**src/rtl/pfd_pkg.sv**
```systemverilog
package pfd_pkg;

  typedef enum logic {
    PWR_RUN   = 1'b0,
    PWR_SLEEP = 1'b1
  } pwr_state_e;

endpackage

```
**src/rtl/pfd_edge_det.sv**
```systemverilog
module pfd_edge_det #(
  parameter int unsigned LANES = 2
) (
  input  logic             clk,
  input  logic             rst_n,
  input  logic [LANES-1:0] lvl_i,
  output logic [LANES-1:0] rise_o
);

  for (genvar g = 0; g < LANES; g++) begin : g_lane
    logic prev_q;
    logic prev_d;

    assign prev_d = lvl_i[g];

    always_ff @(posedge clk or negedge rst_n) begin
      if (!rst_n) prev_q <= 1'b0;
      else        prev_q <= prev_d;
    end

    assign rise_o[g] = lvl_i[g] & ~prev_q;
  end

endmodule

```
**src/rtl/pfd_flag_core.sv**
```systemverilog
module pfd_flag_core
  import pfd_pkg::*;
(
  input  logic clk,
  input  logic rst_n,
  input  logic ref_rise_i,
  input  logic vco_rise_i,
  input  logic pwr_on_i,
  output logic up_o,
  output logic dn_o,
  output logic asleep_o,
  output logic clear_o
);

  pwr_state_e st_q, st_d;
  logic       up_q, dn_q, up_d, dn_d;
  logic       idle, enter_sleep;

  assign idle        = ~up_q & ~dn_q;
  assign enter_sleep = (st_q == PWR_RUN) & ~pwr_on_i & idle;
  assign clear_o     = (st_q == PWR_SLEEP) | enter_sleep;

  // power state: next state
  always_comb begin
    st_d = st_q;
    unique case (st_q)
      PWR_RUN:   if (enter_sleep) st_d = PWR_SLEEP;
      PWR_SLEEP: if (pwr_on_i)    st_d = PWR_RUN;
      default:   st_d = PWR_RUN;
    endcase
  end

  // detector flags: next state
  always_comb begin
    up_d = up_q;
    dn_d = dn_q;
    if (clear_o) begin
      up_d = 1'b0;
      dn_d = 1'b0;
    end else if (up_q & dn_q) begin
      up_d = 1'b0;
      dn_d = 1'b0;
    end else begin
      up_d = up_q | ref_rise_i;
      dn_d = dn_q | vco_rise_i;
    end
  end

  always_ff @(posedge clk or negedge rst_n) begin
    if (!rst_n) begin
      st_q <= PWR_RUN;
      up_q <= 1'b0;
      dn_q <= 1'b0;
    end else begin
      st_q <= st_d;
      up_q <= up_d;
      dn_q <= dn_d;
    end
  end

  assign up_o     = up_q;
  assign dn_o     = dn_q;
  assign asleep_o = (st_q == PWR_SLEEP);

  p_pair_clears_r3: assert property (@(posedge clk) disable iff (!rst_n)
    (up_q && dn_q) |=> (!up_q && !dn_q));

  p_sleep_from_idle_r5: assert property (@(posedge clk) disable iff (!rst_n)
    $rose(asleep_o) |-> $past(!up_q && !dn_q));

  p_sleep_holds_r5: assert property (@(posedge clk) disable iff (!rst_n)
    (asleep_o && !pwr_on_i) |=> asleep_o);

endmodule

```
**src/rtl/pfd_lock_mon.sv**
```systemverilog
module pfd_lock_mon #(
  parameter int unsigned PULSE_W      = 8,
  parameter int unsigned LOCK_PERIODS = 8
) (
  input  logic               clk,
  input  logic               rst_n,
  input  logic               active_i,
  input  logic               ref_rise_i,
  input  logic               clear_i,
  input  logic [PULSE_W-1:0] limit_i,
  output logic               lock_o
);

  localparam int unsigned        GOOD_W   = $clog2(LOCK_PERIODS + 1);
  localparam logic [GOOD_W-1:0]  GOOD_TOP = GOOD_W'(LOCK_PERIODS);
  localparam logic [GOOD_W-1:0]  GOOD_ARM = GOOD_W'(LOCK_PERIODS - 1);
  localparam logic [PULSE_W-1:0] W_MAX    = {PULSE_W{1'b1}};

  logic [PULSE_W-1:0] wcnt_q, wcnt_d;
  logic [GOOD_W-1:0]  good_q, good_d;
  logic               lock_q, lock_d;
  logic               wide;

  assign wide = active_i & (wcnt_q >= limit_i);

  // pulse width counter
  always_comb begin
    wcnt_d = '0;
    if (!clear_i && active_i) begin
      wcnt_d = (wcnt_q == W_MAX) ? wcnt_q : wcnt_q + 1'b1;
    end
  end

  // clean-period counter and lock state
  always_comb begin
    good_d = good_q;
    lock_d = lock_q;
    if (clear_i || wide) begin
      good_d = '0;
      lock_d = 1'b0;
    end else if (ref_rise_i) begin
      if (good_q != GOOD_TOP) good_d = good_q + 1'b1;
      if (good_q == GOOD_ARM) lock_d = 1'b1;
    end
  end

  always_ff @(posedge clk or negedge rst_n) begin
    if (!rst_n) begin
      wcnt_q <= '0;
      good_q <= '0;
      lock_q <= 1'b0;
    end else begin
      wcnt_q <= wcnt_d;
      good_q <= good_d;
      lock_q <= lock_d;
    end
  end

  assign lock_o = lock_q & ~active_i;

  p_wide_drops_lock_r8: assert property (@(posedge clk) disable iff (!rst_n)
    wide |=> !lock_q);

  p_lock_on_ref_edge_r7: assert property (@(posedge clk) disable iff (!rst_n)
    $rose(lock_q) |-> $past(ref_rise_i && !wide));

  p_clear_resets_r6: assert property (@(posedge clk) disable iff (!rst_n)
    clear_i |=> (!lock_q && wcnt_q == '0 && good_q == '0));

endmodule

```
**src/rtl/pfd_gated_pd.sv**
```systemverilog
module pfd_gated_pd #(
  parameter int unsigned PULSE_W      = 8,
  parameter int unsigned LOCK_PERIODS = 8
) (
  input  logic               clk,
  input  logic               rst_n,
  input  logic               ref_in,
  input  logic               vco_in,
  input  logic               pol_normal_i,
  input  logic               pwr_on_i,
  input  logic [PULSE_W-1:0] pulse_limit_i,
  input  logic               mon_sel_i,
  output logic               pump_up_o,
  output logic               pump_dn_o,
  output logic               lock_o,
  output logic               mon_o
);

  localparam int unsigned LANES = 2;
  localparam int unsigned L_REF = 0;
  localparam int unsigned L_VCO = 1;

  logic [LANES-1:0] lvl, rise;
  logic             up_f, dn_f, asleep, clear;
  logic             active;

  assign lvl[L_REF] = ref_in;
  assign lvl[L_VCO] = vco_in;

  pfd_edge_det #(.LANES(LANES)) i_edge (
    .clk    (clk),
    .rst_n  (rst_n),
    .lvl_i  (lvl),
    .rise_o (rise)
  );

  pfd_flag_core i_core (
    .clk        (clk),
    .rst_n      (rst_n),
    .ref_rise_i (rise[L_REF]),
    .vco_rise_i (rise[L_VCO]),
    .pwr_on_i   (pwr_on_i),
    .up_o       (up_f),
    .dn_o       (dn_f),
    .asleep_o   (asleep),
    .clear_o    (clear)
  );

  assign active = up_f | dn_f;

  pfd_lock_mon #(
    .PULSE_W      (PULSE_W),
    .LOCK_PERIODS (LOCK_PERIODS)
  ) i_lock (
    .clk        (clk),
    .rst_n      (rst_n),
    .active_i   (active),
    .ref_rise_i (rise[L_REF]),
    .clear_i    (clear),
    .limit_i    (pulse_limit_i),
    .lock_o     (lock_o)
  );

  always_comb begin
    if (pol_normal_i) begin
      pump_up_o = up_f;
      pump_dn_o = dn_f;
    end else begin
      pump_up_o = dn_f;
      pump_dn_o = up_f;
    end
  end

  assign mon_o = mon_sel_i ? vco_in : ref_in;

  p_sleep_quiet_r5: assert property (@(posedge clk) disable iff (!rst_n)
    asleep |-> (!pump_up_o && !pump_dn_o && !lock_o));

  p_pump_masks_lock_r9: assert property (@(posedge clk) disable iff (!rst_n)
    (pump_up_o || pump_dn_o) |-> !lock_o);

endmodule

```
**config.mk**
```make
export PLATFORM = sky130hd
export DESIGN_NAME = pfd_gated_pd
export DESIGN_NICKNAME = d
export VERILOG_FILES = /design/src/rtl/pfd_pkg.sv /design/src/rtl/pfd_edge_det.sv /design/src/rtl/pfd_flag_core.sv /design/src/rtl/pfd_lock_mon.sv /design/src/rtl/pfd_gated_pd.sv
export SDC_FILE = /design/constraint.sdc
export NUM_CORES = 1
export LEC_CHECK = 0
export BUFFER_PORTS_ARGS = -buffer_cell sky130_fd_sc_hd__clkbuf_2
export CORE_UTILIZATION = 45
export CTS_BUF_LIST = sky130_fd_sc_hd__clkbuf_2 sky130_fd_sc_hd__clkbuf_4 sky130_fd_sc_hd__clkbuf_8
export CTS_CLUSTER_DIAMETER = 80
export CTS_CLUSTER_SIZE = 25
export DETAILED_ROUTE_END_ITERATION = 8
export PLACE_DENSITY = 0.66
export SYNTH_ARGS = -nofsm -noshare
export SYNTH_HDL_FRONTEND = slang
export SYNTH_HIERARCHICAL = 1
export SYNTH_SLANG_ARGS = --single-unit
```
**constraint.sdc**
```tcl
create_clock -name clk -period 2.15 [get_ports clk]
set_clock_uncertainty 0.05 [all_clocks]
set_input_delay 0.1075 -clock clk [delete_from_list [all_inputs] [get_ports clk]]
set_output_delay 0.1075 -clock clk [all_outputs]
set_load 0.1 [all_outputs]
```
Word-level counts from Yosys, hierarchy flattened:

Cells that the tools add are included.

* flip-flop bits (word level): 18
* latch bits: 0
* memory bits (writable): 0
* bits in read-only memories: 0
* input bits: 15
* output and inout bits: 4
* word-level logic and storage cells: 60
* memories: 0

* add/subtract/negate cells: 2
* $mul: 0
* divide/modulo/power cells: 0
* magnitude comparators: 1
* eq/ne operators: 4
* shifts and indexed selects: 0
* mux-type cells: 18
* bitwise logic cells: 19
* reduce and logical (&&, ||, !) cells: 8

Operators by type and width (count)
* two-way mux 8 bit: 2
* two-way mux 1 bit: 12
* two-way mux 4 bit: 3
* adder 8 x 1 -> 8 bit, second input constant: 1
* AND 1 bit: 8
* == test 8 bit, second input constant: 1
* >= comparator 8 bit: 1
* inverter 1 bit: 7
* nonzero test 2 bit: 3
* adder 4 x 1 -> 4 bit, second input constant: 1
* == test 4 x 3 -> 1 bit, second input constant: 1
* != test 4 bit, second input constant: 1
* OR 1 bit: 4
* AND reduction 2 bit: 2
* != test 2 bit, second input constant: 1
* one-hot mux 1 bit (2 select lines): 1
* logical AND 1 bit: 1
* logical NOT 1 bit: 1
* logical OR 1 bit: 1

Depth between registers and ports, before layout:

Gate-level depths: netlist of the first run.

* word-level depth: 7
* depth in mapped cells: 6
* mapped depth without buffers: 6

Modules after synthesis:

The synthesis of the first run kept the hierarchy.

By module, submodules not included
* pfd_lock_mon: times used 1, cells an instance 90, area each 860.8 um^2, seq. area each 325.3 um^2
* pfd_flag_core: times used 1, cells an instance 14, area each 141.4 um^2, seq. area each 75.1 um^2
* pfd_edge_det: times used 1, cells an instance 4, area each 77.6 um^2, seq. area each 50.0 um^2
* pfd_gated_pd: times used 1, cells an instance 4, area each 40.0 um^2, seq. area each 0.0 um^2

Worst setup path after synthesis of the first run:

OpenSTA, ideal clock, no wires.

* path type: reg2out
* from: register i_core.dn_q (netlist: i_core/dn_o)
* to: output lock_o
* arrival time: 2.098 ns
* required time: 1.992 ns
* slack: -0.106 ns
* cell stages (with the launch flop): 3
* path buffers: 0
* cell sequence: dfrtp_1 > or2_2 > nor2b_1

* word-level cells in the longest chain between the ends: 3

Ends and longest elaborated chain
* start: declaration: line pfd_flag_core.sv:16 `logic up_q, dn_q, up_d, dn_d;`
* start signal: assignment: line pfd_flag_core.sv:57 `dn_q <= dn_d;`
* OR 1 bit: line pfd_gated_pd.sv:49 `assign active = up_f | dn_f;`
* via active: line pfd_gated_pd.sv:25 `logic active;`
* inverter 1 bit: line pfd_lock_mon.sv:59 `assign lock_o = lock_q & ~active_i;`
* AND 1 bit: line pfd_lock_mon.sv:59
* end: declaration: line pfd_gated_pd.sv:15 `output logic lock_o,`

The timed path passes the listed nets, and every way through them passes these cells.

Final worst setup path of the first run:

Ends and elaborated chain as after synthesis.

==> flow_summary_export.csv, run 1 <==
group,metric,value,unit
setup_path,timing.critical_path.cells,"or2_2 > nor2b_2 > clkbuf_2",
floorplanning,die_y,51.9,um
clock_network,insertion_delay,0.29,ns
drt,wl,1.88,mm
timing,hold_ws,0.234,ns
floorplanning,rows,17,
timing,max_freq,542,MHz
final_layout,area_delta_synth_final,17.8,%
drt,drc_errors,0,
power,total_power,0.764,mW
timing,slew_viol_final,0,
timing,finalCriticalPeriod,1.84,ns
synthesis,yosysTopAreaCellShare,0.402,
timing,layout_setup_ws,0.306,ns
synthesis,synthFlopType,"dfrtp_1",
timing,final_hold_viol_count,0,
setup_path,r2r_end,"i_lock/good_q[1]",
setup_path,r2r_setup_slack,0.39,ns
place,gp_congestion,0.768,
power,vdd_drop_max,0.745,mV
synthesis,synthTopCellsByArea,"dfrtp_1 (40%), ha_1 (12%), inv_1 (4.4%)",
power,p_leak,0.680,nW
global_route,use_met2,0.222,
setup_path,worstPathArrival,1.69,ns
setup_path,reg2reg_depth,5,
drt,dr_total_vias,857,
timing,fin_tns_setup,0,ns
clock_network,post_cts_buffers,0,
final_layout,final_area,1320,um2
floorplanning,core-area,2280,um2
setup_path,crit_path_start_kind,"register",
final_layout,num_antenna_cells,0,
place,hpwl,1.49,mm
drt,first_pass_iters,5,
synthesis,synth_cell_types,32,
run_status,status,"finished, final reports clean",
setup_path,worstSetupEndpointType,"output pin",
place,placed_cell_area,1240,um2
clock_network,clk_pin_slew,0.10,ns
timing,tightest_slew,0.538,ns
clock_network,cts_root_buffer,"clkbuf_4",
place,pre_cts_slack,0.412,ns
synthesis,synth-edff-count,0,
setup_path,path_max_fanout,7,
global_route,grt_max_degree,19,
final_layout,layout-drive-gt1-share,0.270,
synthesis,syn_area,1120,um2
global_route,use_met3,0.0526,
synthesis,yosysWarnings,6,
synthesis,synth_commonest_cells,"dfrtp_1 (18), inv_1 (13), ha_1 (11), o21ai_0 (6)",
setup_path,crit_end,"lock_o",
drt,first_iter_violations,10,
floorplanning,die_w,51.9,um
place,io_buffers,18,
floorplanning,pin_count,19,
clock_network,cts_sinks,18,
setup_path,critical_path.top_delay_family,"simple AND/OR/NAND/NOR gates",
timing,rsz0062_at_grt,"no",
synthesis,synth_fp_nets,138,
drt,avgRoutedWirePerCell,11.4,um
clock_network,cts_tree,"done",
setup_path,r2r-start,"i_lock/wcnt_q[7]",
timing,finalSetupViolCount,0,
power,power_density,579,nW/um2
drt,ant_nets,0,
global_route,grt_pass1_wl,3.14,mm
setup_path,slowest_stage,"dfrtp_1",
setup_path,worst-path-stages,3,
floorplanning,start_util,0.492,
clock_network,h-tree-depth,1,
setup_path,worstPathRequired,1.99,ns
synthesis,seq_area_frac_synth,0.402,
synthesis,synth_area_leader_cell,"dfrtp_1",
global_route,grt_pass1_vias,694,
synthesis,ys_seq_elements,18,
final_layout,num-nets-final,164,
run,drv_cap,0,
synthesis,synth-async-reset-ratio,1.00,
place,place_inst,157,
clock_network,cts_buffers,3,
floorplanning,die_area,2690,um2
setup_path,slowest_delay,0.45,ns
drt,viasPerCell,5.19,
synthesis,synthCells,112,
final_layout,utilization,0.579,
synthesis,synth.most_common_cell,"dfrtp_1",
setup_path,worstSetupStartpoint,"i_core/dn_o",
setup_path,path_class,"register to output pin",
timing,maxSlewHeadroom,0.643,
timing,min_period_over_period,0.858,
final_layout,finalNonFillerCells,165,
global_route,grt.met1_usage,0.238,
global_route,overflow,0,
clock_network,clockBufferDepth,2,
global_route,grt_usage,0.159,
global_route,busiest_layer,"met1",
synthesis,synth_area_per_cell,10.0,um2
global_route,grt_antenna_before_repair,0,
setup_path,path_buf_inv,1,
min_path,min_path_type,"input pin to async pin",
final cells by class:
class | instances | area [um2]
Fill cell | 200 | 957
Multi-Input combinational cell | 80 | 618
Sequential cell | 18 | 450
Timing Repair Buffer | 22 | 130
Inverter | 13 | 48.8
Clock buffer | 4 | 36.3
Tap cell | 28 | 35.0
what timing repair did:
action                     CTS  global route
hold endpoints to repair    21             0
resized for setup            0             0
hold buffers                 4             0
setup endpoints to repair    0             0
worst min-delay path by stage:
stage          start          endpoint  slack [ns]  cells past startpoint
3_3_place_gp   rst_n  i_lock/wcnt_q[6]        0.02                      1
6_report       rst_n  i_lock/wcnt_q[6]        0.23                      2
3_5_place_dp   rst_n  i_lock/wcnt_q[6]        0.02                      1
4_1_cts        rst_n  i_lock/wcnt_q[4]        0.24                      2
5_1_grt        rst_n  i_lock/wcnt_q[4]        0.27                      2
2_1_floorplan  rst_n   i_core/asleep_o       -0.24                      0
worst register-to-register path: cells and delay by family, from the launching register on:
kind	cells	cell delay, ns
simple gates	2	0.29
compound gates	2	0.56
fa+ha+maj	1	0.35
flops	1	0.44
placed cells by master (no fill, tap or decap), types with 2 or more instances in the layout:
cell type,n
nand2b_1,2
nand4_1,2
a31oi_1,5
dlygate4sd3_1,4
and3_1,4
and2_1,2
nor3b_1,2
nor2b_1,4
o21ai_0,6
mux2i_1,3
nor2_1,5
xnor2_1,3
o21ai_1,2
nand3_1,5
a21oi_1,3
inv_1,13
clkbuf_2,18
mux2_2,3
ha_1,11
clkbuf_4,3
nor2b_4,2
dfrtp_1,18
a21oi_2,2
nand2_1,3
cell families (layout without fill, tap and decap cells):
kind of cell               Yosys count  in the layout  share of synthesized area
AOI/OAI and AO/OA                   25             25                      0.153
xor gates and xnor gates             3              3                     0.0235
adders and majority gates           11             11                      0.123
buffers and inverters               14             39                     0.0480
DFF                                 18             18                      0.402
muxes                                6              6                     0.0570
and+or+nand+nor                     35             35                      0.193
sequential cells by signal, indices dropped and copies added, names as in the netlist:
signal                flops
i_core/asleep_o           1
i_core/dn_o               1
i_core/up_o               1
i_edge/g_lane.prev_q      2
i_lock/good_q             4
i_lock/lock_q             1
i_lock/wcnt_q             8
power by group:
| group | switching [mW] | internal [mW] | leakage [nW] |
|---|---|---|---|
| sequential | 0.0183 | 0.353 | 0.243 |
| combinational | 0.117 | 0.0686 | 0.417 |
| clock | 0.104 | 0.103 | 0.0210 |
routing by layer:
| layer | part of all wire | vias to the layer above | wire (um) |
|---|---|---|---|
| li1 | - | 443 | - |
| met4 | 0.0053 | 0 | 10 |
| met1 | 0.52 | 396 | 980 |
| met3 | 0.033 | 2 | 62 |
| met2 | 0.44 | 16 | 826 |
| met5 | 0 | - | 0 |
Power figures use the tool's default switching activity.
==> inputs of run 2 (changes only) <==
--- a/config.mk
+++ b/config.mk
@@ -11,7 +11,7 @@
 export CTS_CLUSTER_DIAMETER = 80
 export CTS_CLUSTER_SIZE = 25
 export DETAILED_ROUTE_END_ITERATION = 8
-export PLACE_DENSITY = 0.66
+export PLACE_DENSITY = 0.64
 export SYNTH_ARGS = -nofsm -noshare
 export SYNTH_HDL_FRONTEND = slang
 export SYNTH_HIERARCHICAL = 1
==> constraint.sdc (replaced) <==
create_clock -name clk -period 2.09 [get_ports clk]
set_clock_uncertainty 0.05 [all_clocks]
set_input_delay 0.1045 -clock clk [delete_from_list [all_inputs] [get_ports clk]]
set_output_delay 0.1045 -clock clk [all_outputs]
set_load 0.1 [all_outputs]
==> run 2 against run 1 <==
Compared with the run above: critical path depth is the same; utilization is the same; worst setup slack lost 0.058 ns; final cell count is the same; combinational power is essentially flat; critical path type unchanged; largest cell class unchanged; largest power group unchanged.
==> flow_summary_export.csv, run 2 (synthesis results as in run 1) <==
group,metric,value,unit
run_status,status,"finished, final reports clean",
timing,slew_viol_final,0,
timing,maxSlewHeadroom,0.639,
floorplanning,die_y,51.9,um
global_route,grt_usage,0.163,
clock_network,cts_sinks,18,
floorplanning,start_util,0.492,
timing,rsz0062_at_grt,"no",
place,io_buffers,18,
drt,drc_errors,0,
setup_path,timing.critical_path.cells,"or2_2 > nor2b_2 > clkbuf_2",
run,drv_cap,0,
power,p_int,0.540,mW
timing,layout_setup_ws,0.248,ns
final_layout,final_area,1320,um2
place,gp_congestion,0.790,
clock_network,insertion_delay,0.29,ns
clock_network,h-tree-depth,1,
global_route,grt_pass1_vias,714,
clock_network,cts_buffers,3,
drt,first_iter_violations,8,
setup_path,path_max_fanout,7,
place,placed_cell_area,1240,um2
power,p_clk_frac,0.267,
power,seqPwrFrac,0.490,
drt,wl,1.89,mm
final_layout,layout-drive-gt1-share,0.270,
power,power_frac_comb,0.243,
setup_path,path_class,"register to output pin",
final_layout,area_delta_synth_final,17.8,%
timing,tightest_slew,0.543,ns
clock_network,cts_root_buffer,"clkbuf_4",
floorplanning,die_area,2690,um2
timing,finalSetupViolCount,0,
drt,ant_nets,0,
global_route,grt_antenna_before_repair,0,
final_layout,nFillCells,210,
setup_path,reg2reg_depth,5,
timing,finalCriticalPeriod,1.84,ns
timing,min_period_over_period,0.881,
setup_path,worstPathRequired,1.94,ns
timing,hold_ws,0.222,ns
power,vdd_drop_max,0.575,mV
power,p_sw,0.239,mW
global_route,overflow,0,
power,total_power,0.779,mW
floorplanning,die_w,51.9,um
final_layout,final_cell_mix,"dfrtp_1 (18), clkbuf_2 (18), inv_1 (13)",
global_route,grt_max_degree,19,
clock_network,clockBufferDepth,2,
clock_network,cts_tree,"done",
final_layout,num-nets-final,164,
drt,first_pass_iters,4,
timing,final_hold_viol_count,0,
place,pre_cts_slack,0.387,ns
setup_path,slowest_stage,"clkbuf_2",
setup_path,worstSetupEndpointType,"output pin",
place,hpwl,1.50,mm
power,p_leak,0.680,nW
floorplanning,core-area,2280,um2
drt,avgRoutedWirePerCell,11.5,um
timing,max_freq,543,MHz
drt,viasPerCell,5.12,
final_layout,num_antenna_cells,0,
final_layout,top_register,"i_lock/wcnt_q",
setup_path,slowest_delay,0.46,ns
final_layout,largest_reg_flops,8,
setup_path,crit_path_start_kind,"register",
final_layout,largestRegisters,"i_lock/wcnt_q x8, i_lock/good_q x4, i_edge/g_lane.prev_q x2",
min_path,min_path_type,"input pin to async pin",
floorplanning,pin_count,19,
setup_path,worstPathArrival,1.69,ns
global_route,grt_pass1_wl,3.13,mm
power,p_sw_frac,0.307,
timing,fin_tns_setup,0,ns
drt,dr_total_vias,844,
clock_network,post_cts_buffers,0,
power,power_density,591,nW/um2
floorplanning,rows,17,
clock_network,clk_pin_slew,0.10,ns
[run 2: cell counts in the layout (fill, tap and decap cells not counted)]
Identical to the previous run, type by type.
[run 2: metrics by stage]
step	cells	util
final	165	0.579
after floorplan	112	-
after detailed placement	157	0.546
after global placement	157	0.546
after CTS	165	0.579
after global routing	165	0.579
[run 2: what timing repair did]
| action | CTS | global route |
|---|---|---|
| resized for setup | 0 | 0 |
| endpoints found under the hold margin | 21 | 0 |
| hold buffers | 4 | 0 |
[run 2: worst paths after layout]
check	from	endpoint	slack, ns
max	i_core/dn_o	lock_o	0.25
min	rst_n	i_lock/wcnt_q[6]	0.22
max reg2reg	i_lock/wcnt_q[7]	i_lock/lock_q	0.37
min reg2reg	i_lock/lock_q	i_lock/lock_q	0.44
max in group asynchronous	rst_n	i_core/asleep_o	1.46
min in group clk	pulse_limit_i[0]	i_lock/lock_q	0.39
[run 2: per-layer routing]
| layer | part of all wire | up-vias | global-route usage |
|---|---|---|---|
| met2 | 0.44 | 9 | 0.241 |
| li1 | - | 447 | - |
| met3 | 0.026 | 2 | 0.0614 |
| met5 | 0 | - | 0 |
| met1 | 0.53 | 386 | 0.221 |
| met4 | 0.0069 | 0 | 0.0405 |
[run 2: power groups by stage]
stage | clock [mW] | combinational, mW | sequential (mW)
floorplan | 0 | 0.143 | 0.384
global placement | 0 | 0.184 | 0.388
detailed placement | 0 | 0.186 | 0.389
CTS | 0.218 | 0.192 | 0.382
global route | 0.237 | 0.207 | 0.385
finish | 0.208 | 0.189 | 0.382
[run 2: area by class of cell]
class	count	area (um2)	area share
flip-flops and latches	18	450	0.342
inverters	13	48.8	0.0370
well taps	28	35.0	0.0266
multi-input cells	80	618	0.469
clock buffers	4	36.3	0.0275
repair buffers	22	130	0.0987
[run 2: worst max-delay path, delay by kind of cell (launching register included)]
family / cells / cell delay [ns]
simple gates: 2 / 0.50
buf+inv: 1 / 0.46
flops: 1 / 0.45
